==> src/rtl/dhc_pkg.sv <==
package dhc_pkg;

    typedef enum logic [1:0] {
        DIR_UNC = 2'd0,
        DIR_SHD = 2'd1,
        DIR_EXC = 2'd2
    } dir_state_e;

    typedef enum logic [2:0] {
        ST_IDLE,
        ST_DECIDE,
        ST_INV_SEND,
        ST_INV_WAIT,
        ST_FETCH_SEND,
        ST_FETCH_WAIT,
        ST_REPLY
    } fsm_e;

    localparam logic [1:0] REQ_READ  = 2'd0;
    localparam logic [1:0] REQ_WRITE = 2'd1;
    localparam logic [1:0] REQ_WBACK = 2'd2;

    localparam logic [1:0] MSG_INV   = 2'd0;
    localparam logic [1:0] MSG_FETCH = 2'd1;
    localparam logic [1:0] MSG_DSH   = 2'd2;
    localparam logic [1:0] MSG_DEX   = 2'd3;

    localparam logic RSP_ACK  = 1'b0;
    localparam logic RSP_DATA = 1'b1;

endpackage

==> src/rtl/dhc_lowbit.sv <==
module dhc_lowbit #(
    parameter int W = 4
) (
    input  logic [W-1:0]         vec,
    output logic [$clog2(W)-1:0] idx,
    output logic                 any
);
    localparam int IW = $clog2(W);

    always_comb begin
        idx = '0;
        any = 1'b0;
        for (int i = W - 1; i >= 0; i--) begin
            if (vec[i]) begin
                idx = IW'(i);
                any = 1'b1;
            end
        end
    end
endmodule

==> src/rtl/dhc_store.sv <==
module dhc_store
    import dhc_pkg::*;
#(
    parameter int NODES  = 4,
    parameter int BLOCKS = 8,
    parameter int DATA_W = 16
) (
    input  logic                      clk,
    input  logic                      rst_n,
    input  logic [$clog2(BLOCKS)-1:0] addr,
    output dir_state_e                rd_state,
    output logic [NODES-1:0]          rd_pres,
    output logic [DATA_W-1:0]         rd_data,
    input  logic                      dir_we,
    input  dir_state_e                dir_state_in,
    input  logic [NODES-1:0]          dir_pres_in,
    input  logic                      mem_we,
    input  logic [DATA_W-1:0]         mem_in
);
    logic [BLOCKS-1:0][1:0]        st_all;
    logic [BLOCKS-1:0][NODES-1:0]  pres_all;
    logic [BLOCKS-1:0][DATA_W-1:0] mem_all;

    for (genvar b = 0; b < BLOCKS; b++) begin : g_blk
        dir_state_e        st_q;
        logic [NODES-1:0]  pres_q;
        logic [DATA_W-1:0] mem_q;
        logic              hit;

        assign hit = (int'(addr) == b);

        always_ff @(posedge clk) begin
            if (!rst_n) begin
                st_q   <= DIR_UNC;
                pres_q <= '0;
                mem_q  <= '0;
            end else if (hit) begin
                if (dir_we) begin
                    st_q   <= dir_state_in;
                    pres_q <= dir_pres_in;
                end
                if (mem_we) begin
                    mem_q <= mem_in;
                end
            end
        end

        assign st_all[b]   = st_q;
        assign pres_all[b] = pres_q;
        assign mem_all[b]  = mem_q;
    end

    assign rd_state = dir_state_e'(st_all[addr]);
    assign rd_pres  = pres_all[addr];
    assign rd_data  = mem_all[addr];
endmodule

==> src/rtl/dir_home_ctrl.sv <==
module dir_home_ctrl
    import dhc_pkg::*;
#(
    parameter int NODES  = 4,
    parameter int BLOCKS = 8,
    parameter int DATA_W = 16
) (
    input  logic                      clk,
    input  logic                      rst_n,
    input  logic                      req_valid,
    output logic                      req_ready,
    input  logic [1:0]                req_kind,
    input  logic [$clog2(NODES)-1:0]  req_node,
    input  logic [$clog2(BLOCKS)-1:0] req_addr,
    input  logic [DATA_W-1:0]         req_data,
    output logic                      msg_valid,
    input  logic                      msg_ready,
    output logic [1:0]                msg_kind,
    output logic [$clog2(NODES)-1:0]  msg_node,
    output logic [$clog2(BLOCKS)-1:0] msg_addr,
    output logic [DATA_W-1:0]         msg_data,
    input  logic                      rsp_valid,
    input  logic                      rsp_kind,
    input  logic [$clog2(NODES)-1:0]  rsp_node,
    input  logic [DATA_W-1:0]         rsp_data
);
    localparam int NW = $clog2(NODES);
    localparam int AW = $clog2(BLOCKS);
    localparam int CW = NW + 1;

    fsm_e              state, state_nx;
    logic [1:0]        lat_kind;
    logic [NW-1:0]     lat_node;
    logic [AW-1:0]     lat_addr;
    logic [DATA_W-1:0] lat_data;
    logic [NODES-1:0]  pend;
    logic [CW-1:0]     acks_left;
    logic              was_exc;

    dir_state_e        cur_state;
    logic [NODES-1:0]  cur_pres;
    logic [DATA_W-1:0] cur_data;
    logic              dir_we, mem_we;
    dir_state_e        dir_state_in;
    logic [NODES-1:0]  dir_pres_in;
    logic [DATA_W-1:0] mem_in;

    logic [NODES-1:0]  req_bit, others;
    logic [NW-1:0]     owner, pick;
    logic              owner_any, pick_any;
    logic              ack_hit, fetch_hit, owner_wb;

    dhc_store #(.NODES(NODES), .BLOCKS(BLOCKS), .DATA_W(DATA_W)) u_store (
        .clk(clk), .rst_n(rst_n), .addr(lat_addr),
        .rd_state(cur_state), .rd_pres(cur_pres), .rd_data(cur_data),
        .dir_we(dir_we), .dir_state_in(dir_state_in), .dir_pres_in(dir_pres_in),
        .mem_we(mem_we), .mem_in(mem_in)
    );

    dhc_lowbit #(.W(NODES)) u_owner (.vec(cur_pres), .idx(owner), .any(owner_any));
    dhc_lowbit #(.W(NODES)) u_pick  (.vec(pend),     .idx(pick),  .any(pick_any));

    assign req_bit   = NODES'(1) << lat_node;
    assign others    = cur_pres & ~req_bit;
    assign ack_hit   = rsp_valid && (rsp_kind == RSP_ACK) && (acks_left != '0)
                       && (state == ST_INV_SEND || state == ST_INV_WAIT);
    assign fetch_hit = rsp_valid && (rsp_kind == RSP_DATA) && (state == ST_FETCH_WAIT)
                       && (rsp_node == owner);
    assign owner_wb  = (cur_state == DIR_EXC) && owner_any && (owner == lat_node);

    // state register
    always_ff @(posedge clk) begin
        if (!rst_n) state <= ST_IDLE;
        else        state <= state_nx;
    end

    // next state
    always_comb begin
        state_nx = state;
        unique case (state)
            ST_IDLE:       if (req_valid) state_nx = ST_DECIDE;
            ST_DECIDE: begin
                if (lat_kind == REQ_READ)
                    state_nx = (cur_state == DIR_EXC && owner != lat_node) ? ST_FETCH_SEND : ST_REPLY;
                else if (lat_kind == REQ_WRITE)
                    state_nx = (others != '0) ? ST_INV_SEND : ST_REPLY;
                else
                    state_nx = ST_IDLE;
            end
            ST_INV_SEND:   if (msg_ready && ((pend & ~(NODES'(1) << pick)) == '0)) state_nx = ST_INV_WAIT;
            ST_INV_WAIT:   if (acks_left == '0) state_nx = ST_REPLY;
            ST_FETCH_SEND: if (msg_ready) state_nx = ST_FETCH_WAIT;
            ST_FETCH_WAIT: if (fetch_hit) state_nx = ST_REPLY;
            ST_REPLY:      if (msg_ready) state_nx = ST_IDLE;
            default:       state_nx = ST_IDLE;
        endcase
    end

    // transaction registers
    always_ff @(posedge clk) begin
        if (!rst_n) begin
            lat_kind  <= REQ_READ;
            lat_node  <= '0;
            lat_addr  <= '0;
            lat_data  <= '0;
            pend      <= '0;
            acks_left <= '0;
            was_exc   <= 1'b0;
        end else begin
            if (state == ST_IDLE && req_valid) begin
                lat_kind <= req_kind;
                lat_node <= req_node;
                lat_addr <= req_addr;
                lat_data <= req_data;
            end
            if (state == ST_DECIDE && lat_kind == REQ_WRITE) begin
                pend      <= others;
                acks_left <= CW'($countones(others));
                was_exc   <= (cur_state == DIR_EXC);
            end else begin
                if (state == ST_INV_SEND && msg_ready && pick_any)
                    pend <= pend & ~(NODES'(1) << pick);
                if (ack_hit)
                    acks_left <= acks_left - CW'(1);
            end
        end
    end

    // outputs and store controls
    always_comb begin
        req_ready    = (state == ST_IDLE);
        msg_valid    = 1'b0;
        msg_kind     = MSG_INV;
        msg_node     = lat_node;
        msg_addr     = lat_addr;
        msg_data     = '0;
        dir_we       = 1'b0;
        dir_state_in = cur_state;
        dir_pres_in  = cur_pres;
        mem_we       = 1'b0;
        mem_in       = rsp_data;
        unique case (state)
            ST_DECIDE: begin
                if (lat_kind == REQ_WBACK && owner_wb) begin
                    mem_we       = 1'b1;
                    mem_in       = lat_data;
                    dir_we       = 1'b1;
                    dir_state_in = DIR_UNC;
                    dir_pres_in  = '0;
                end
            end
            ST_INV_SEND: begin
                msg_valid = 1'b1;
                msg_kind  = MSG_INV;
                msg_node  = pick;
                mem_we    = ack_hit && was_exc;
            end
            ST_INV_WAIT:   mem_we = ack_hit && was_exc;
            ST_FETCH_SEND: begin
                msg_valid = 1'b1;
                msg_kind  = MSG_FETCH;
                msg_node  = owner;
            end
            ST_FETCH_WAIT: mem_we = fetch_hit;
            ST_REPLY: begin
                msg_valid = 1'b1;
                msg_kind  = (lat_kind == REQ_WRITE) ? MSG_DEX : MSG_DSH;
                msg_data  = cur_data;
                if (msg_ready) begin
                    if (lat_kind == REQ_WRITE) begin
                        dir_we       = 1'b1;
                        dir_state_in = DIR_EXC;
                        dir_pres_in  = req_bit;
                    end else if (!owner_wb) begin
                        dir_we       = 1'b1;
                        dir_state_in = DIR_SHD;
                        dir_pres_in  = cur_pres | req_bit;
                    end
                end
            end
            default: ;
        endcase
    end
endmodule

==> config.mk <==
export PLATFORM = sky130hd
export DESIGN_NAME = dir_home_ctrl
export DESIGN_NICKNAME = d
export VERILOG_FILES = /design/src/rtl/dhc_pkg.sv /design/src/rtl/dhc_lowbit.sv /design/src/rtl/dhc_store.sv /design/src/rtl/dir_home_ctrl.sv
export SDC_FILE = /design/constraint.sdc
export NUM_CORES = 1
export LEC_CHECK = 0
export BUFFER_PORTS_ARGS = -buffer_cell sky130_fd_sc_hd__buf_2
export CAP_MARGIN = 5
export CELL_PAD_IN_SITES_DETAIL_PLACEMENT = 0
export CELL_PAD_IN_SITES_GLOBAL_PLACEMENT = 1
export CORE_MARGIN = 2
export CORE_UTILIZATION = 45
export CTS_CLUSTER_SIZE = 8
export DETAILED_ROUTE_END_ITERATION = 10
export PLACE_DENSITY_LB_ADDON = 0.1
export SLEW_MARGIN = 0
export SYNTH_ARGS = -nofsm -noshare
export SYNTH_HDL_FRONTEND = slang
export SYNTH_SLANG_ARGS = --single-unit
==> constraint.sdc <==
create_clock -name clk -period 5.6 [get_ports clk]
set_input_delay 1.12 -clock clk [delete_from_list [all_inputs] [get_ports clk]]
set_output_delay 1.12 -clock clk [all_outputs]
set_load 0.01 [all_outputs]
==> results.py, run 1 <==
metrics = {
    "outcome": {
        "status": "complete, no violations",
    },
    "sta": {
        "tightest_slew_ps": 1100,
        "setup_violations": 0,
        "fin_skew_ps": 17.1,
        "final.setup.tns_ps": 0,
        "fmax_mhz": 224,
        "relSlewSlack": 0.267,
        "period_minus_slack_ps": 4460,
        "slew_viol_final": 0,
        "finalCritPeriodShare": 0.796,
        "rsz0062_at_grt": "false",
        "finalHoldViolations": 0,
    },
    "power": {
        "powerDensity_nw_per_um2": 353,
        "finalPower_uw": 3750,
        "p_leak_uw": 0.00366,
        "ir_worst_vdd_mv": 0.229,
    },
    "yosys": {
        "ys_warn_count": 0,
        "ys_top_cells_by_count": "nand2_1 (261), dfxtp_1 (210), o21ai_1 (103), mux2i_1 (76), nor2_1 (50)",
        "synthCells": 1017,
        "synthFlopType": "dfxtp_1",
        "synth_area_leaders": "dfxtp_1 (45%), nand2_1 (11%), mux4_2 (10%)",
        "synth_enable_flop_cells": 0,
        "synth_cell_type_count": 59,
        "yosysMostFrequentCell": "nand2_1",
        "yosysTopAreaCellShare": 0.451,
        "synth_area_sq_um": 9310,
        "synth_seq_area_share": 0.451,
        "yosysTopAreaCell": "dfxtp_1",
        "async_flop_share": 0,
        "syn_nets": 1070,
        "yosys_register_bits": 210,
        "syn_area_per_cell_sq_um": 9.16,
    },
    "worst_setup_path": {
        "reg2regPathDepth": 8,
        "r2r_end": "u_store.g_blk[0].mem_q[2]$_SDFFE_PN0P_",
        "critPathCaptureType": "register",
        "critPathMaxFanout": 24,
        "cp-start-kind": "register",
        "required_ps": 6030,
        "r2r_setup_slack_ps": 1140,
        "arrival_ps": 4880,
        "critPathKind": "reg -> reg",
        "rr_startpoint": "msg_addr[2]$_SDFFE_PN0P_",
    },
    "route": {
        "wire_per_inst_um": 18.5,
        "wl_um": 24700,
        "firstDrtPassIters": 5,
        "dr_total_vias": 7345,
        "viasPerCell": 5.49,
        "drc": 0,
        "antenna_left": 0,
        "drt_iter0_drc": 508,
    },
    "global_routing": {
        "grt_max_degree": 53,
        "grt_pass1_wl_um": 39600,
        "grt_pass1_vias": 7135,
        "antenna_found_initial": 0,
        "grt_remaining_overflow": 0,
        "track_usage": 0.227,
    },
    "hold_path": {
        "hold_depth": 2,
        "hp-class": "reg -> reg",
        "hp-start": "u_store.g_blk[6].mem_q[4]$_SDFFE_PN0P_",
        "hold_path_end": "u_store.g_blk[6].mem_q[4]$_SDFFE_PN0P_",
    },
    "cts": {
        "cts_tree": "yes",
        "cts_made_buffers": 30,
        "ctsRootBufferMaster": "clkbuf_16",
        "cts_sinks": 210,
        "holdBufCountCts": 0,
        "cts_resized": 0,
        "cts_setup_buffers": 0,
        "htreeDepth": 1,
        "clk_pin_slew_worst_paths_ps": 50,
        "clk_latency_ps": 540,
        "clock_path_buffers": 3,
    },
    "floorplan": {
        "chipHeight_um": 148,
        "ios": 72,
        "die_area_sq_um": 21900,
        "die_x_um": 148,
        "row_count": 52,
        "core_area_sq_um": 20300,
        "start_util": 0.459,
    },
    "run": {
        "maxCapViolations": 0,
    },
    "final_layout": {
        "layout.nets": 1120,
        "fillers": 1941,
        "final_layout_size_suffix_gt1_frac": 0.177,
        "seqCellArea_sq_um": 4210,
        "area_growth_pct": 14.0,
        "antenna_cells": 0,
        "multi_input_area_sq_um": 4770,
    },
    "place": {
        "gp_congestion": 0.776,
        "portBuffers": 71,
        "hpwl_um": 15900,
    },
}
[metrics by stage]
step / cell area [sq um] / worst slack (ps) / hold WS, ps / utilization / instances
floorplan: 9310 / 1790 / 420 / - / 1017
global placement: 9840 / 1280 / 429 / 0.485 / 1305
detailed placement: 9840 / 1130 / 438 / 0.485 / 1305
CTS: 10600 / 1120 / 445 / 0.523 / 1338
global route: 10600 / 746 / 458 / 0.523 / 1338
finish: 10600 / 1140 / 441 / 0.523 / 1338
[where the power goes]
| group | internal [uW] | leakage [uW] | switching [uW] |
|---|---|---|---|
| clock network | 935 | 0.000378 | 618 |
| logic | 192 | 0.00159 | 333 |
| registers | 1550 | 0.00170 | 123 |
[layout make-up]
class                           count  share of cell area
Inverter                           17             0.00601
Clock buffer                       31              0.0711
Sequential cell                   210               0.397
Multi-Input combinational cell    724               0.450
Clock inverter                      2             0.00224
Tap cell                          270              0.0318
Timing Repair Buffer               84              0.0427
[worst max path at each step]
stage                                                   endpoint  slack, ps  cells past startpoint                startpoint
after floorplan                                     msg_data[10]       1790                      7  msg_addr[0]$_SDFFE_PN0P_
after global placement    u_store.g_blk[0].mem_q[2]$_SDFFE_PN0P_       1280                      8  msg_addr[2]$_SDFFE_PN0P_
after detailed placement  u_store.g_blk[0].mem_q[3]$_SDFFE_PN0P_       1130                      8  msg_addr[2]$_SDFFE_PN0P_
after CTS                 u_store.g_blk[0].mem_q[3]$_SDFFE_PN0P_       1120                      8  msg_addr[2]$_SDFFE_PN0P_
after global routing      u_store.g_blk[0].mem_q[1]$_SDFFE_PN0P_        750                      8  msg_addr[2]$_SDFFE_PN0P_
final                     u_store.g_blk[0].mem_q[2]$_SDFFE_PN0P_       1140                      8  msg_addr[2]$_SDFFE_PN0P_
[critical path, cell delays in order (launching register included)]
cell and delay (ps):
dfxtp_2 760, mux4_2 600, mux2_2 350, a211oi_1 350, mux2i_1 280, a32o_1 520, or2_1 400, nand3_1 680
o21ai_0 400
[state kept, by name (all words and copies together), names as in the netlist, 3 cells and up]
name and count:
u_store.g_blk.mem_q 128, u_store.g_blk.pres_q 32, lat_data 16, u_store.g_blk.st_q 16
pend 4, acks_left 3, msg_addr 3, state 3
[kinds of logic (layout without fill, tap and decap cells)]
family                   after synthesis  after routing  synth area share
flip-flops                           210            210             0.451
adder cells (fa/ha/maj)                6              6           0.00887
AO/OA/AOI/OAI                        227            227             0.145
buffers and inverters                 83            134            0.0363
XOR/XNOR                               1              1          0.000941
AND/OR/NAND/NOR                      367            367             0.167
multiplexers                         123            123             0.191
[cell usage in the layout, fill, tap and decap left out, types with 2 or more instances in the layout]
cell type	Yosys	routed
nand4_2	4	4
o32ai_1	4	4
o21ai_0	38	38
ha_1	5	5
o21ai_1	103	103
o211ai_1	2	2
dfxtp_1	210	207
o22ai_1	4	4
mux4_2	43	43
or2_2	3	3
a211oi_1	6	6
nor3_2	3	3
a221oi_1	3	3
inv_1	16	16
or3_1	2	2
a41oi_1	2	2
nor4_1	2	2
clkbuf_16	0	30
and2_1	3	3
a311oi_1	3	3
o31ai_2	8	8
buf_2	15	71
nand4_1	2	2
nand3b_1	2	2
a31oi_1	5	5
nor3_1	7	7
nor2b_1	4	4
mux2_2	3	3
nor3b_1	4	4
buf_4	2	13
nand3_1	7	7
nand2_1	261	261
mux2i_1	76	76
a22oi_1	2	2
a21oi_1	35	35
nand2b_1	8	8
dfxtp_2	0	2
nor2_1	50	50
[metal layers]
layer / global-route usage / up-vias / share of wire / routed length [um]
met5: 0 / - / 0 / 0
met4: 0.0467 / 0 / 0.016 / 405
met3: 0.0290 / 31 / 0.042 / 1030
met2: 0.370 / 168 / 0.46 / 11300
met1: 0.327 / 3484 / 0.49 / 12000
li1: - / 3662 / - / -
No activity file was read; power rests on OpenSTA's default activity.
==> inputs of run 2 (changes only) <==
--- a/config.mk
+++ b/config.mk
@@ -10,7 +10,7 @@
 export CELL_PAD_IN_SITES_DETAIL_PLACEMENT = 0
 export CELL_PAD_IN_SITES_GLOBAL_PLACEMENT = 1
 export CORE_MARGIN = 2
-export CORE_UTILIZATION = 45
+export CORE_UTILIZATION = 42
 export CTS_CLUSTER_SIZE = 8
 export DETAILED_ROUTE_END_ITERATION = 10
 export PLACE_DENSITY_LB_ADDON = 0.1
==> constraint.sdc (replaced) <==
create_clock -name clk -period 3.7 [get_ports clk]
set_input_delay 0.74 -clock clk [delete_from_list [all_inputs] [get_ports clk]]
set_output_delay 0.74 -clock clk [all_outputs]
set_load 0.01 [all_outputs]
==> results.py, run 2 (synthesized netlist as in run 1, its figures left out) <==
metrics = {
    "floorplan": {
        "row_count": 54,
        "start_util": 0.427,
        "ios": 72,
        "chipHeight_um": 153,
        "die_x_um": 153,
        "core_area_sq_um": 21800,
        "die_area_sq_um": 23400,
    },
    "hold_path": {
        "hp-start": "req_data[6]",
        "hold_depth": 3,
        "hp-class": "in -> reg",
        "hold_path_end": "lat_data[6]$_SDFFE_PN0P_",
    },
    "cts": {
        "cts_tree": "yes",
        "holdBufCountCts": 0,
        "clock_path_buffers": 3,
        "htreeDepth": 1,
        "cts_made_buffers": 30,
        "clk_pin_slew_worst_paths_ps": 50,
        "ctsRootBufferMaster": "clkbuf_16",
        "cts_setup_buffers": 0,
        "clk_latency_ps": 550,
        "cts_sinks": 210,
    },
    "worst_setup_path": {
        "required_ps": 2960,
        "rr_startpoint": "msg_addr[2]$_SDFFE_PN0P_",
        "critPathCaptureType": "output port",
        "cp-start-kind": "register",
        "critPathMaxFanout": 11,
        "arrival_ps": 2730,
        "r2r_end": "u_store.g_blk[7].pres_q[0]$_SDFFE_PN0P_",
        "reg2regPathDepth": 9,
        "r2r_setup_slack_ps": 280,
        "critPathKind": "reg -> out",
    },
    "route": {
        "viasPerCell": 5.50,
        "firstDrtPassIters": 5,
        "drt_iter0_drc": 489,
        "dr_total_vias": 7613,
        "drc": 0,
        "wl_um": 26500,
        "antenna_left": 0,
        "wire_per_inst_um": 19.1,
    },
    "place": {
        "gp_congestion": 0.805,
        "hpwl_um": 16800,
        "portBuffers": 71,
    },
    "global_routing": {
        "grt_pass1_vias": 7741,
        "grt_max_degree": 47,
        "grt_pass1_wl_um": 42800,
        "grt_remaining_overflow": 0,
        "track_usage": 0.227,
        "antenna_found_initial": 0,
    },
    "sta": {
        "tightest_slew_ps": 1110,
        "relSlewSlack": 0.257,
        "finalHoldViolations": 0,
        "whs_ps": 426,
        "finalCritPeriodShare": 0.938,
        "final.setup.tns_ps": 0,
        "setup_violations": 0,
        "rsz0062_at_grt": "false",
        "fin_skew_ps": 10.7,
        "slew_viol_final": 0,
        "period_minus_slack_ps": 3470,
        "fmax_mhz": 288,
    },
    "final_layout": {
        "area_growth_pct": 17.7,
        "final_layout_size_suffix_gt1_frac": 0.207,
        "layout_commonest_cell": "nand2_1",
        "layout.nets": 1155,
        "largest_reg_flops": 128,
        "top_regs": "u_store.g_blk.mem_q x128, u_store.g_blk.pres_q x32",
        "final_cell_mix": "nand2_1 (261), dfxtp_1 (207), o21ai_1 (103), mux2i_1 (76), buf_2 (71)",
        "top_register": "u_store.g_blk.mem_q",
        "antenna_cells": 0,
    },
    "power": {
        "ir_worst_vdd_mv": 0.326,
        "powerDensity_nw_per_um2": 527,
        "p_leak_uw": 0.00385,
    },
    "outcome": {
        "status": "complete, no violations",
    },
    "run": {
        "maxCapViolations": 0,
    },
}
## run 2: critical path, stage by stage (launching register included)
cell and delay (ps):
dfxtp_2 490, mux4_2 570, mux2i_4 250, buf_4 180, a21oi_1 80, nor4_1 190
a21oi_1 60, o21ai_0 190, buf_2 160
## run 2: how the worst max path moves through the flow
stage	startpoint	to	slack (ps)	cells after the start
after floorplan	msg_addr[1]$_SDFFE_PN0P_	u_store.g_blk[3].mem_q[15]$_SDFFE_PN0P_	140	10
after detailed placement	msg_addr[2]$_SDFFE_PN0P_	u_store.g_blk[3].pres_q[3]$_SDFFE_PN0P_	1	9
final	msg_addr[2]$_SDFFE_PN0P_	msg_node[0]	230	8
after global routing	msg_addr[2]$_SDFFE_PN0P_	msg_node[0]	50	8
after CTS	msg_addr[1]$_SDFFE_PN0P_	msg_node[1]	30	6
after global placement	msg_addr[2]$_SDFFE_PN0P_	u_store.g_blk[3].pres_q[3]$_SDFFE_PN0P_	6	9
## run 2: through the flow
stage / util / total power, uW / instances / area (sq um) / worst slack [ps]
after detailed placement: 0.463 / 3420 / 1350 / 10100 / 1.10
final: 0.502 / 5780 / 1384 / 11000 / 228
after global placement: 0.463 / 3420 / 1350 / 10100 / 6.43
after floorplan: - / 3100 / 1017 / 9310 / 137
after global routing: 0.502 / 6040 / 1384 / 11000 / 53.1
after CTS: 0.501 / 5840 / 1384 / 10900 / 30.1
## run 2: cell type report
class                           count  area, sq um
Sequential cell                   210         4210
Clock buffer                       32          768
Inverter                           17         63.8
Fill cell                        2130        10900
Clock inverter                      2         35.0
Tap cell                          280          350
Multi-Input combinational cell    724         4810
Timing Repair Buffer              119          719
## run 2: repair_timing
item | in CTS | in global routing
hold endpoints to repair | 0 | 0
resized for setup | 1 | 9
setup endpoints to repair | 1 | 60
## run 2: metal layers
metal | vias up | track usage | part of all wire
li1 | 3740 | - | -
met1 | 3681 | 0.317 | 0.49
met2 | 160 | 0.381 | 0.46
met3 | 32 | 0.0286 | 0.040
met4 | 0 | 0.0476 | 0.013
met5 | - | 0 | 0
## run 2: power by group
group | leakage (uW) | switching, uW | internal [uW]
registers | 0.00170 | 110 | 2340
clock network | 0.000393 | 959 | 1440
logic | 0.00176 | 599 | 320
==> inputs of run 3 (changes only) <==
--- a/config.mk
+++ b/config.mk
@@ -13,7 +13,7 @@
 export CORE_UTILIZATION = 42
 export CTS_CLUSTER_SIZE = 8
 export DETAILED_ROUTE_END_ITERATION = 10
-export PLACE_DENSITY_LB_ADDON = 0.1
+export PLACE_DENSITY_LB_ADDON = 0.2
 export SLEW_MARGIN = 0
 export SYNTH_ARGS = -nofsm -noshare
 export SYNTH_HDL_FRONTEND = slang
==> results.py, run 3 (synthesized netlist as in run 1, its figures left out) <==
metrics = {
    "hold_path": {
        "hold_path_end": "lat_node[0]$_SDFFE_PN0P_",
        "hp-class": "in -> reg",
        "hold_depth": 3,
        "hp-start": "req_node[0]",
    },
    "worst_setup_path": {
        "rr_startpoint": "msg_addr[2]$_SDFFE_PN0P_",
        "arrival_ps": 2850,
        "critPathKind": "reg -> out",
        "r2r_end": "u_store.g_blk[0].mem_q[12]$_SDFFE_PN0P_",
        "cp-startpoint": "msg_addr[2]$_SDFFE_PN0P_",
        "critPathCaptureType": "output port",
        "r2r_setup_slack_ps": 170,
        "reg2regPathDepth": 9,
        "required_ps": 2960,
        "critPathMaxFanout": 10,
        "cp-start-kind": "register",
    },
    "power": {
        "powerDensity_nw_per_um2": 522,
        "ir_worst_vdd_mv": 0.339,
        "swShare": 0.289,
        "combPwrFrac": 0.162,
        "p_int_uw": 4090,
        "finalPower_uw": 5740,
        "p_seq_frac": 0.425,
        "clkPwrFrac": 0.413,
        "switchingPower_uw": 1660,
        "p_leak_uw": 0.00388,
    },
    "floorplan": {
        "ios": 72,
        "chipHeight_um": 153,
        "row_count": 54,
        "core_area_sq_um": 21800,
        "die_area_sq_um": 23400,
        "die_x_um": 153,
        "start_util": 0.427,
    },
    "cts": {
        "cts_tree": "yes",
        "clk_pin_slew_worst_paths_ps": 60,
        "clock_path_buffers": 3,
        "ctsRootBufferMaster": "clkbuf_16",
        "cts_made_buffers": 30,
        "cts_setup_buffers": 0,
        "cts_sinks": 210,
        "htreeDepth": 1,
        "clk_latency_ps": 550,
    },
    "place": {
        "gp_congestion": 0.796,
        "portBuffers": 71,
        "place_ws_ps": 118,
        "hpwl_um": 17000,
        "dp_cells": 1359,
    },
    "final_layout": {
        "final_layout_size_suffix_gt1_frac": 0.212,
        "layout.nets": 1164,
        "final_cell_mix": "nand2_1 (261), dfxtp_1 (207), o21ai_1 (103), mux2i_1 (76), buf_2 (71)",
        "layout_commonest_cell": "nand2_1",
        "largest_reg_flops": 128,
        "top_register": "u_store.g_blk.mem_q",
        "top_regs": "u_store.g_blk.mem_q x128, u_store.g_blk.pres_q x32",
        "antenna_cells": 0,
        "stdcell_count": 1392,
        "area_growth_pct": 18.1,
        "fillers": 2109,
    },
    "sta": {
        "whs_ps": 425,
        "final.setup.tns_ps": 0,
        "finalCritPeriodShare": 0.970,
        "fin_skew_ps": 15.3,
        "period_minus_slack_ps": 3590,
        "finalHoldViolations": 0,
        "slew_viol_final": 0,
        "relSlewSlack": 0.310,
        "setup_violations": 0,
        "rsz0062_at_grt": "true",
        "fin_ws_ps": 111,
        "fmax_mhz": 279,
        "tightest_slew_ps": 1030,
    },
    "route": {
        "dr_total_vias": 7544,
        "drt_iter0_drc": 464,
        "drc": 0,
        "antenna_left": 0,
        "viasPerCell": 5.42,
        "wire_per_inst_um": 18.9,
        "firstDrtPassIters": 5,
        "wl_um": 26300,
    },
    "global_routing": {
        "grt_remaining_overflow": 0,
        "grt_pass1_wl_um": 42700,
        "grt_pass1_vias": 7671,
        "antenna_found_initial": 0,
        "track_usage": 0.225,
        "grt_max_degree": 74,
    },
    "run": {
        "maxCapViolations": 0,
    },
    "outcome": {
        "status": "complete, no violations",
    },
}
-- run 3: area by class of cell --
class	instances	area, sq um	area share
Tap cell	280	350	0.0318
Clock inverter	2	25.0	0.00227
Sequential cell	210	4210	0.383
Inverter	17	63.8	0.00580
Clock buffer	31	754	0.0686
Timing Repair Buffer	128	812	0.0738
Multi-Input combinational cell	724	4790	0.435
-- run 3: worst max-delay path by stage --
stage,end,slack (ps),cells after the start
3_5_place_dp,u_store.g_blk[0].st_q[1]$_SDFFE_PN0P_,120,9
4_1_cts,msg_node[1],80,6
2_1_floorplan,u_store.g_blk[3].mem_q[15]$_SDFFE_PN0P_,140,10
5_1_grt,msg_node[1],-30,6
6_report,msg_node[1],110,6
3_3_place_gp,u_store.g_blk[0].st_q[1]$_SDFFE_PN0P_,200,9
-- run 3: per-layer routing --
metal,track usage,vias to the layer above,share of wire
li1,-,3751,-
met1,0.314,3590,0.47
met2,0.369,177,0.46
met3,0.0394,26,0.053
met4,0.0481,0,0.012
met5,0,-,0
-- run 3: timing repair --
action                                  CTS  global route
endpoints found under the setup margin    0            37
hold buffers                              0             0
gates resized for setup                   0             5
endpoints found under the hold margin     0             0
-- run 3: power by group through the flow --
stage / clock [uW] / combinational, uW / sequential [uW]
global placement: 0 / 940 / 2480
global route: 2520 / 1020 / 2460
finish: 2370 / 928 / 2440
detailed placement: 0 / 937 / 2490
CTS: 2420 / 938 / 2440
floorplan: 0 / 679 / 2420
-- run 3: critical path, cell delays in order (launching register included) --
cell      delay, ps
dfxtp_2         490
mux4_2          560
mux2_2          350
a211oi_1        400
a22oi_1         130
o21ai_0         200
buf_2           160
-- run 3: metrics by stage --
stage | util | area, sq um
after global routing | 0.504 | 11000
final | 0.504 | 11000
after floorplan | - | 9310
after CTS | 0.503 | 11000
after detailed placement | 0.468 | 10200
after global placement | 0.468 | 10200
